[config.mk]
export PLATFORM = sky130hd
export DESIGN_NAME = aport_irq_unit
export DESIGN_NICKNAME = d
export VERILOG_FILES = /design/src/rtl/aport_irq_pkg.sv /design/src/rtl/aport_sticky_bank.sv /design/src/rtl/aport_enable_reg.sv /design/src/rtl/aport_read_mux.sv /design/src/rtl/aport_irq_unit.sv
export SDC_FILE = /design/constraint.sdc
export NUM_CORES = 1
export LEC_CHECK = 0
export BUFFER_PORTS_ARGS = -buffer_cell sky130_fd_sc_hd__buf_2
export CAP_MARGIN = 10
export CORE_MARGIN = 2
export CORE_UTILIZATION = 41
export DETAILED_ROUTE_END_ITERATION = 6
export GPL_ROUTABILITY_DRIVEN = 0
export HOLD_SLACK_MARGIN = 0.02
export PLACE_DENSITY = 0.86
export RECOVER_POWER = 50
export SLEW_MARGIN = 40
export SYNTH_ARGS = -nofsm -noshare
export SYNTH_HDL_FRONTEND = slang
export SYNTH_SLANG_ARGS = --single-unit
[constraint.sdc]
create_clock -name clk_i -period 1.3 [get_ports clk_i]
set_clock_uncertainty 0.15 [all_clocks]
set_input_delay 0.13 -clock clk_i [delete_from_list [all_inputs] [get_ports clk_i]]
set_output_delay 0.13 -clock clk_i [all_outputs]
set_load 0.005 [all_outputs]
[src/rtl/aport_irq_pkg.sv]
package aport_irq_pkg;
  localparam int STAT_W = 16;
  localparam int EN_W   = 11;
  localparam int ADDR_W = 2;

  // sticky flag positions: 3,5,6,8,9,11
  localparam logic [STAT_W-1:0] STICKY_MASK = 16'h0B68;
  // clear register reach: bits 11:3
  localparam logic [STAT_W-1:0] CLR_MASK    = 16'h0FF8;

  localparam int RX_AVAIL_BIT = 0;
  localparam int TX_SPACE_BIT = 1;
  localparam int RX_LVL_LSB   = 13;
  localparam int RX_WNE_BIT   = 15;

  typedef enum logic [ADDR_W-1:0] {
    SEL_STATUS = 2'd0,
    SEL_ENABLE = 2'd1,
    SEL_CLEAR  = 2'd2,
    SEL_NONE   = 2'd3
  } reg_sel_e;

  // event strobes win over clears on the same bit
  function automatic logic [STAT_W-1:0] sticky_next(
      input logic [STAT_W-1:0] cur,
      input logic [STAT_W-1:0] evt,
      input logic [STAT_W-1:0] clr);
    return ((cur & ~(clr & CLR_MASK)) | evt) & STICKY_MASK;
  endfunction

  function automatic logic [STAT_W-1:0] live_bits(
      input logic       rx_avail,
      input logic       tx_space,
      input logic [1:0] rx_level,
      input logic       rx_wne);
    logic [STAT_W-1:0] v;
    v = '0;
    v[RX_AVAIL_BIT]            = rx_avail;
    v[TX_SPACE_BIT]            = tx_space;
    v[RX_LVL_LSB +: 2]         = rx_level;
    v[RX_WNE_BIT]              = rx_wne;
    return v;
  endfunction

  function automatic logic irq_any(
      input logic [STAT_W-1:0] stat,
      input logic [EN_W-1:0]   en);
    return |(stat[EN_W-1:0] & en);
  endfunction
endpackage

[src/rtl/aport_sticky_bank.sv]
module aport_sticky_bank
  import aport_irq_pkg::*;
(
  input  logic              clk_i,
  input  logic              rst_ni,
  input  logic [STAT_W-1:0] evt_i,
  input  logic              clr_strobe_i,
  input  logic [STAT_W-1:0] clr_data_i,
  output logic [STAT_W-1:0] sticky_o
);
  logic [STAT_W-1:0] clr_vec;
  logic [STAT_W-1:0] sticky_d;
  logic [STAT_W-1:0] sticky_q;

  assign clr_vec  = clr_strobe_i ? clr_data_i : '0;
  assign sticky_d = sticky_next(sticky_q, evt_i, clr_vec);

  always_ff @(posedge clk_i) begin
    if (!rst_ni) sticky_q <= '0;
    else         sticky_q <= sticky_d;
  end

  assign sticky_o = sticky_q;
endmodule

[src/rtl/aport_enable_reg.sv]
module aport_enable_reg
  import aport_irq_pkg::*;
(
  input  logic            clk_i,
  input  logic            rst_ni,
  input  logic            wr_i,
  input  logic [EN_W-1:0] wdata_i,
  output logic [EN_W-1:0] en_o
);
  logic [EN_W-1:0] en_q;

  always_ff @(posedge clk_i) begin
    if (!rst_ni)   en_q <= '0;
    else if (wr_i) en_q <= wdata_i;
  end

  assign en_o = en_q;
endmodule

[src/rtl/aport_read_mux.sv]
module aport_read_mux
  import aport_irq_pkg::*;
(
  input  reg_sel_e          sel_i,
  input  logic [STAT_W-1:0] status_i,
  input  logic [EN_W-1:0]   en_i,
  output logic [STAT_W-1:0] rdata_o
);
  localparam int PAD_W = STAT_W - EN_W;

  always_comb begin
    unique case (sel_i)
      SEL_STATUS: rdata_o = status_i;
      SEL_ENABLE: rdata_o = {{PAD_W{1'b0}}, en_i};
      default:    rdata_o = '0;
    endcase
  end
endmodule

[src/rtl/aport_irq_unit.sv]
module aport_irq_unit
  import aport_irq_pkg::*;
(
  input  logic              clk_i,
  input  logic              rst_ni,
  input  logic [ADDR_W-1:0] reg_addr_i,
  input  logic              reg_wr_i,
  input  logic [STAT_W-1:0] reg_wdata_i,
  output logic [STAT_W-1:0] reg_rdata_o,
  input  logic              rx_avail_i,
  input  logic              tx_space_i,
  input  logic [1:0]        rx_level_i,
  input  logic              rx_word_ne_i,
  input  logic [STAT_W-1:0] evt_i,
  output logic              irq_o
);
  reg_sel_e          sel;
  logic              en_strobe;
  logic              clr_strobe;
  logic [STAT_W-1:0] sticky_q;
  logic [EN_W-1:0]   en_q;
  logic [STAT_W-1:0] status_w;

  assign sel        = reg_sel_e'(reg_addr_i);
  assign en_strobe  = reg_wr_i && (sel == SEL_ENABLE);
  assign clr_strobe = reg_wr_i && (sel == SEL_CLEAR);

  aport_sticky_bank u_sticky (
    .clk_i        (clk_i),
    .rst_ni       (rst_ni),
    .evt_i        (evt_i),
    .clr_strobe_i (clr_strobe),
    .clr_data_i   (reg_wdata_i),
    .sticky_o     (sticky_q)
  );

  aport_enable_reg u_enable (
    .clk_i   (clk_i),
    .rst_ni  (rst_ni),
    .wr_i    (en_strobe),
    .wdata_i (reg_wdata_i[EN_W-1:0]),
    .en_o    (en_q)
  );

  assign status_w = sticky_q | live_bits(rx_avail_i, tx_space_i, rx_level_i, rx_word_ne_i);

  aport_read_mux u_rmux (
    .sel_i    (sel),
    .status_i (status_w),
    .en_i     (en_q),
    .rdata_o  (reg_rdata_o)
  );

  assign irq_o = irq_any(status_w, en_q);
endmodule

==> impl_metrics.ini <==
[global_route]
first_global_vias = 931
grt_start_max_net_pins = 29
grt_util_all_layers_pct = 20.5
globalRouteOverflowTotal = 0
grt_antenna_before_repair = 0
grt_first_pass_wirelength_um = 3930

[worst_setup_path]
worstSetupEndpointType = output pin
worst_setup_path_start_kind = flop
critical_path_peak_fanout = 2
timing.rr.end = u_sticky.sticky_o[9]$_SDFF_PN0_
worst-path-buf-inv = 1
path_delay_family = compound AO/OA/AOI/OAI gates
cp_data_arrival_time_ps = 1290
worst_case_register_to_register_setup_slack_ps = 460
worstReg2RegStart = u_sticky.sticky_o[9]$_SDFF_PN0_
worst-r2r-cell-count = 2
critical_path.max_stage_delay_ps = 380
critical_path.cell_chain = a222oi_1, nand3_1, buf_2
path_class = reg -> out
cp_data_required_time_ps = 1020
slowest_stage = sky130_fd_sc_hd__a222oi_1

[yosys]
yosysWarnings = 0
yosysTopAreaCellShare_pct = 38.0
syn_nets = 149
ys_seq_area_share_pct = 38.0
synth_largest_area_cell = sky130_fd_sc_hd__dfxtp_1
synthesis.area_per_instance_um2 = 8.37
post_synth_num_cell_types = 18
synth.area.top_cells = sky130_fd_sc_hd__dfxtp_1, sky130_fd_sc_hd__mux2i_1, sky130_fd_sc_hd__nand2_1
synth_seq_cells = 17
syn-cell-area_um2 = 896
syn-instance-count = 107

[sta]
worst-slew-pin-transition_ps = 559
max_slew_margin_pct = 62.8
finalWorstPathRequiredPeriod_ps = 1570
max_freq_mhz = 638
report.final.slew_viol_count = 0
setup_slack_ps = -268
setup_viol = 9
grt_setup_unrepaired = yes
post-route-period-util_pct = 121
report.final.hold_viol_count = 0

[placement]
portBuffers = 43
hpwlAfterDp_um = 1580

[floorplanning]
start_util_pct = 44.7
ios = 59
row_count = 16
die_width_um = 50.7
chipHeight_um = 50.7
design.core.area_um2 = 2000
area_of_the_die_um2 = 2580

[route]
detailroute.via_count = 941
wire_per_inst_um = 12.3
drt_pass1_iterations = 4
route.antenna.remaining_nets = 0
detail_route.wirelength_um = 2400
detail_route.drc_violations = 0
drt-vias-per-instance = 4.83
detail_route.iter0.violations = 21

[status]
failed_checks = setup timing
outcome = complete, but fails checks

[cts]
clock_tree.htree_level_count = 1
cts_bufs_inserted = 3
clock_tree.root_cell = sky130_fd_sc_hd__clkbuf_4
clk_pin_slew_worst_paths_ps = 100
clockBufferDepth = 2
cts_tree = yes
cts.sinks = 17
clkLatencyLatePin_ps = 290

[min_path]
type_of_the_worst_min_delay_path = in -> reg
min_from = rst_ni
hold_path_depth = 3
worst_hold_path.endpoint = u_enable.en_o[3]$_SDFFE_PN0P_

[final_layout]
num_antenna_cells = 0
final_layout_size_suffix_gt1_share_pct = 33.9
layout.core_utilization_pct = 65.9
fin_nets = 211
area_growth_pct = 47.3

[power_and_ir_drop]
power_density_nw_per_um2 = 809
worst_vdd_rail_ir_drop_uv = 455
power.leakage_nw = 0.662
power_w = 0.00107

[run]
drv_cap = 0
==> registers in the layout (all words and copies together) (netlist names) <==
register           flops
u_enable.en_o         11
u_sticky.sticky_o      6
==> final cells by class <==
type / instances / area (µm²)
inverter: 6 / 22.5
clock inverter: 1 / 5.00
clock buffer: 3 / 22.5
timing repair buffer: 65 / 419
sequential: 17 / 349
tap: 27 / 33.8
fill: 164 / 682
multi-input combinational: 76 / 468
==> per-layer routing <==
layer,wire (µm),track usage (%),up-vias
li1,-,-,476
met1,1000,23.1,418
met2,1180,36.6,37
met3,112,1.79,10
met4,105,13.5,0
met5,0,0,-
==> cell usage after synthesis <==
master,number
sky130_fd_sc_hd__inv_1,6
sky130_fd_sc_hd__a31oi_1,6
sky130_fd_sc_hd__conb_1,1
sky130_fd_sc_hd__nand3_1,1
sky130_fd_sc_hd__nand2_1,22
sky130_fd_sc_hd__nor2b_1,1
sky130_fd_sc_hd__buf_4,3
sky130_fd_sc_hd__o21ai_0,6
sky130_fd_sc_hd__dfxtp_1,17
sky130_fd_sc_hd__a222oi_1,1
sky130_fd_sc_hd__a22oi_1,2
sky130_fd_sc_hd__mux2i_1,18
sky130_fd_sc_hd__buf_6,3
sky130_fd_sc_hd__and3b_1,2
sky130_fd_sc_hd__buf_2,1
sky130_fd_sc_hd__nor2_1,8
sky130_fd_sc_hd__clkbuf_1,1
sky130_fd_sc_hd__and2_1,8
==> how the worst max path moves through the flow <==
| stage | startpoint | to | slack (ps) | depth (start not counted) |
|---|---|---|---|---|
| 4_1_cts | u_enable.en_o[3]$_SDFFE_PN0P_ | irq_o | -280 | 3 |
| 5_1_grt | u_enable.en_o[3]$_SDFFE_PN0P_ | irq_o | -340 | 3 |
| 6_report | u_enable.en_o[3]$_SDFFE_PN0P_ | irq_o | -270 | 3 |
| 2_1_floorplan | u_sticky.sticky_o[3]$_SDFF_PN0_ | irq_o | 300 | 2 |
| 3_3_place_gp | u_sticky.sticky_o[3]$_SDFF_PN0_ | irq_o | 130 | 3 |
| 3_5_place_dp | u_sticky.sticky_o[3]$_SDFF_PN0_ | irq_o | 50 | 3 |
==> repair_timing <==
| item | 4_1_cts | 5_1_grt |
|---|---|---|
| endpoints found under the hold margin | 17 | 0 |
| buffers inserted | 1 | 0 |
| pin swaps | 2 | 0 |
| endpoints found under the setup margin | 1 | 5 |
| gates resized for setup | 1 | 6 |
| hold buffers | 18 | 0 |
==> logic make-up (layout without fill, tap and decap cells) <==
kind of cell    count (synthesis)  count (layout)  synth area share (%)
simple gates                   42              42                  21.4
flops                          17              17                  38.0
buf+inv                        14              75                  9.77
compound gates                 15              15                  10.3
other cells                     1               1                 0.419
mux                            18              18                  20.1
==> report_power, final <==
group          internal [W]  switching [W]  leakage [nW]
clock              0.000114       0.000167        0.0177
sequential         0.000549      0.0000172         0.142
combinational      0.000122      0.0000972         0.502
==> worst min-delay path, delay by kind of cell <==
kind          cells  cell delay, ps
mux               1              50
buf+inv           1             240
simple gates      1             120
==> cells in the final DEF, fill, tap and decap left out, drive strengths merged <==
cell type / instances
o21ai: 6
clkinv: 1
and3b: 2
a22oi: 2
inv: 6
nor2b: 1
mux2i: 18
buf: 44
nor2: 8
a31oi: 6
nand3: 1
and2: 8
clkbuf: 6
a222oi: 1
dfxtp: 17
conb: 1
dlygate4sd3: 18
nand2: 22
==> metrics by stage <==
step                      cells  hold WS, ps  TNS, ps  setup slack, ps  instance area, µm²
final                       195          140    -1070             -268                1320
after global routing        195          180    -2320             -336                1320
after CTS                   195          135     -338             -275                1320
after detailed placement    172          169        0             47.6                1100
after global placement      172          165        0              129                1100
after floorplan             107         80.2        0              299                 896
Power figures use the tool's default switching activity.
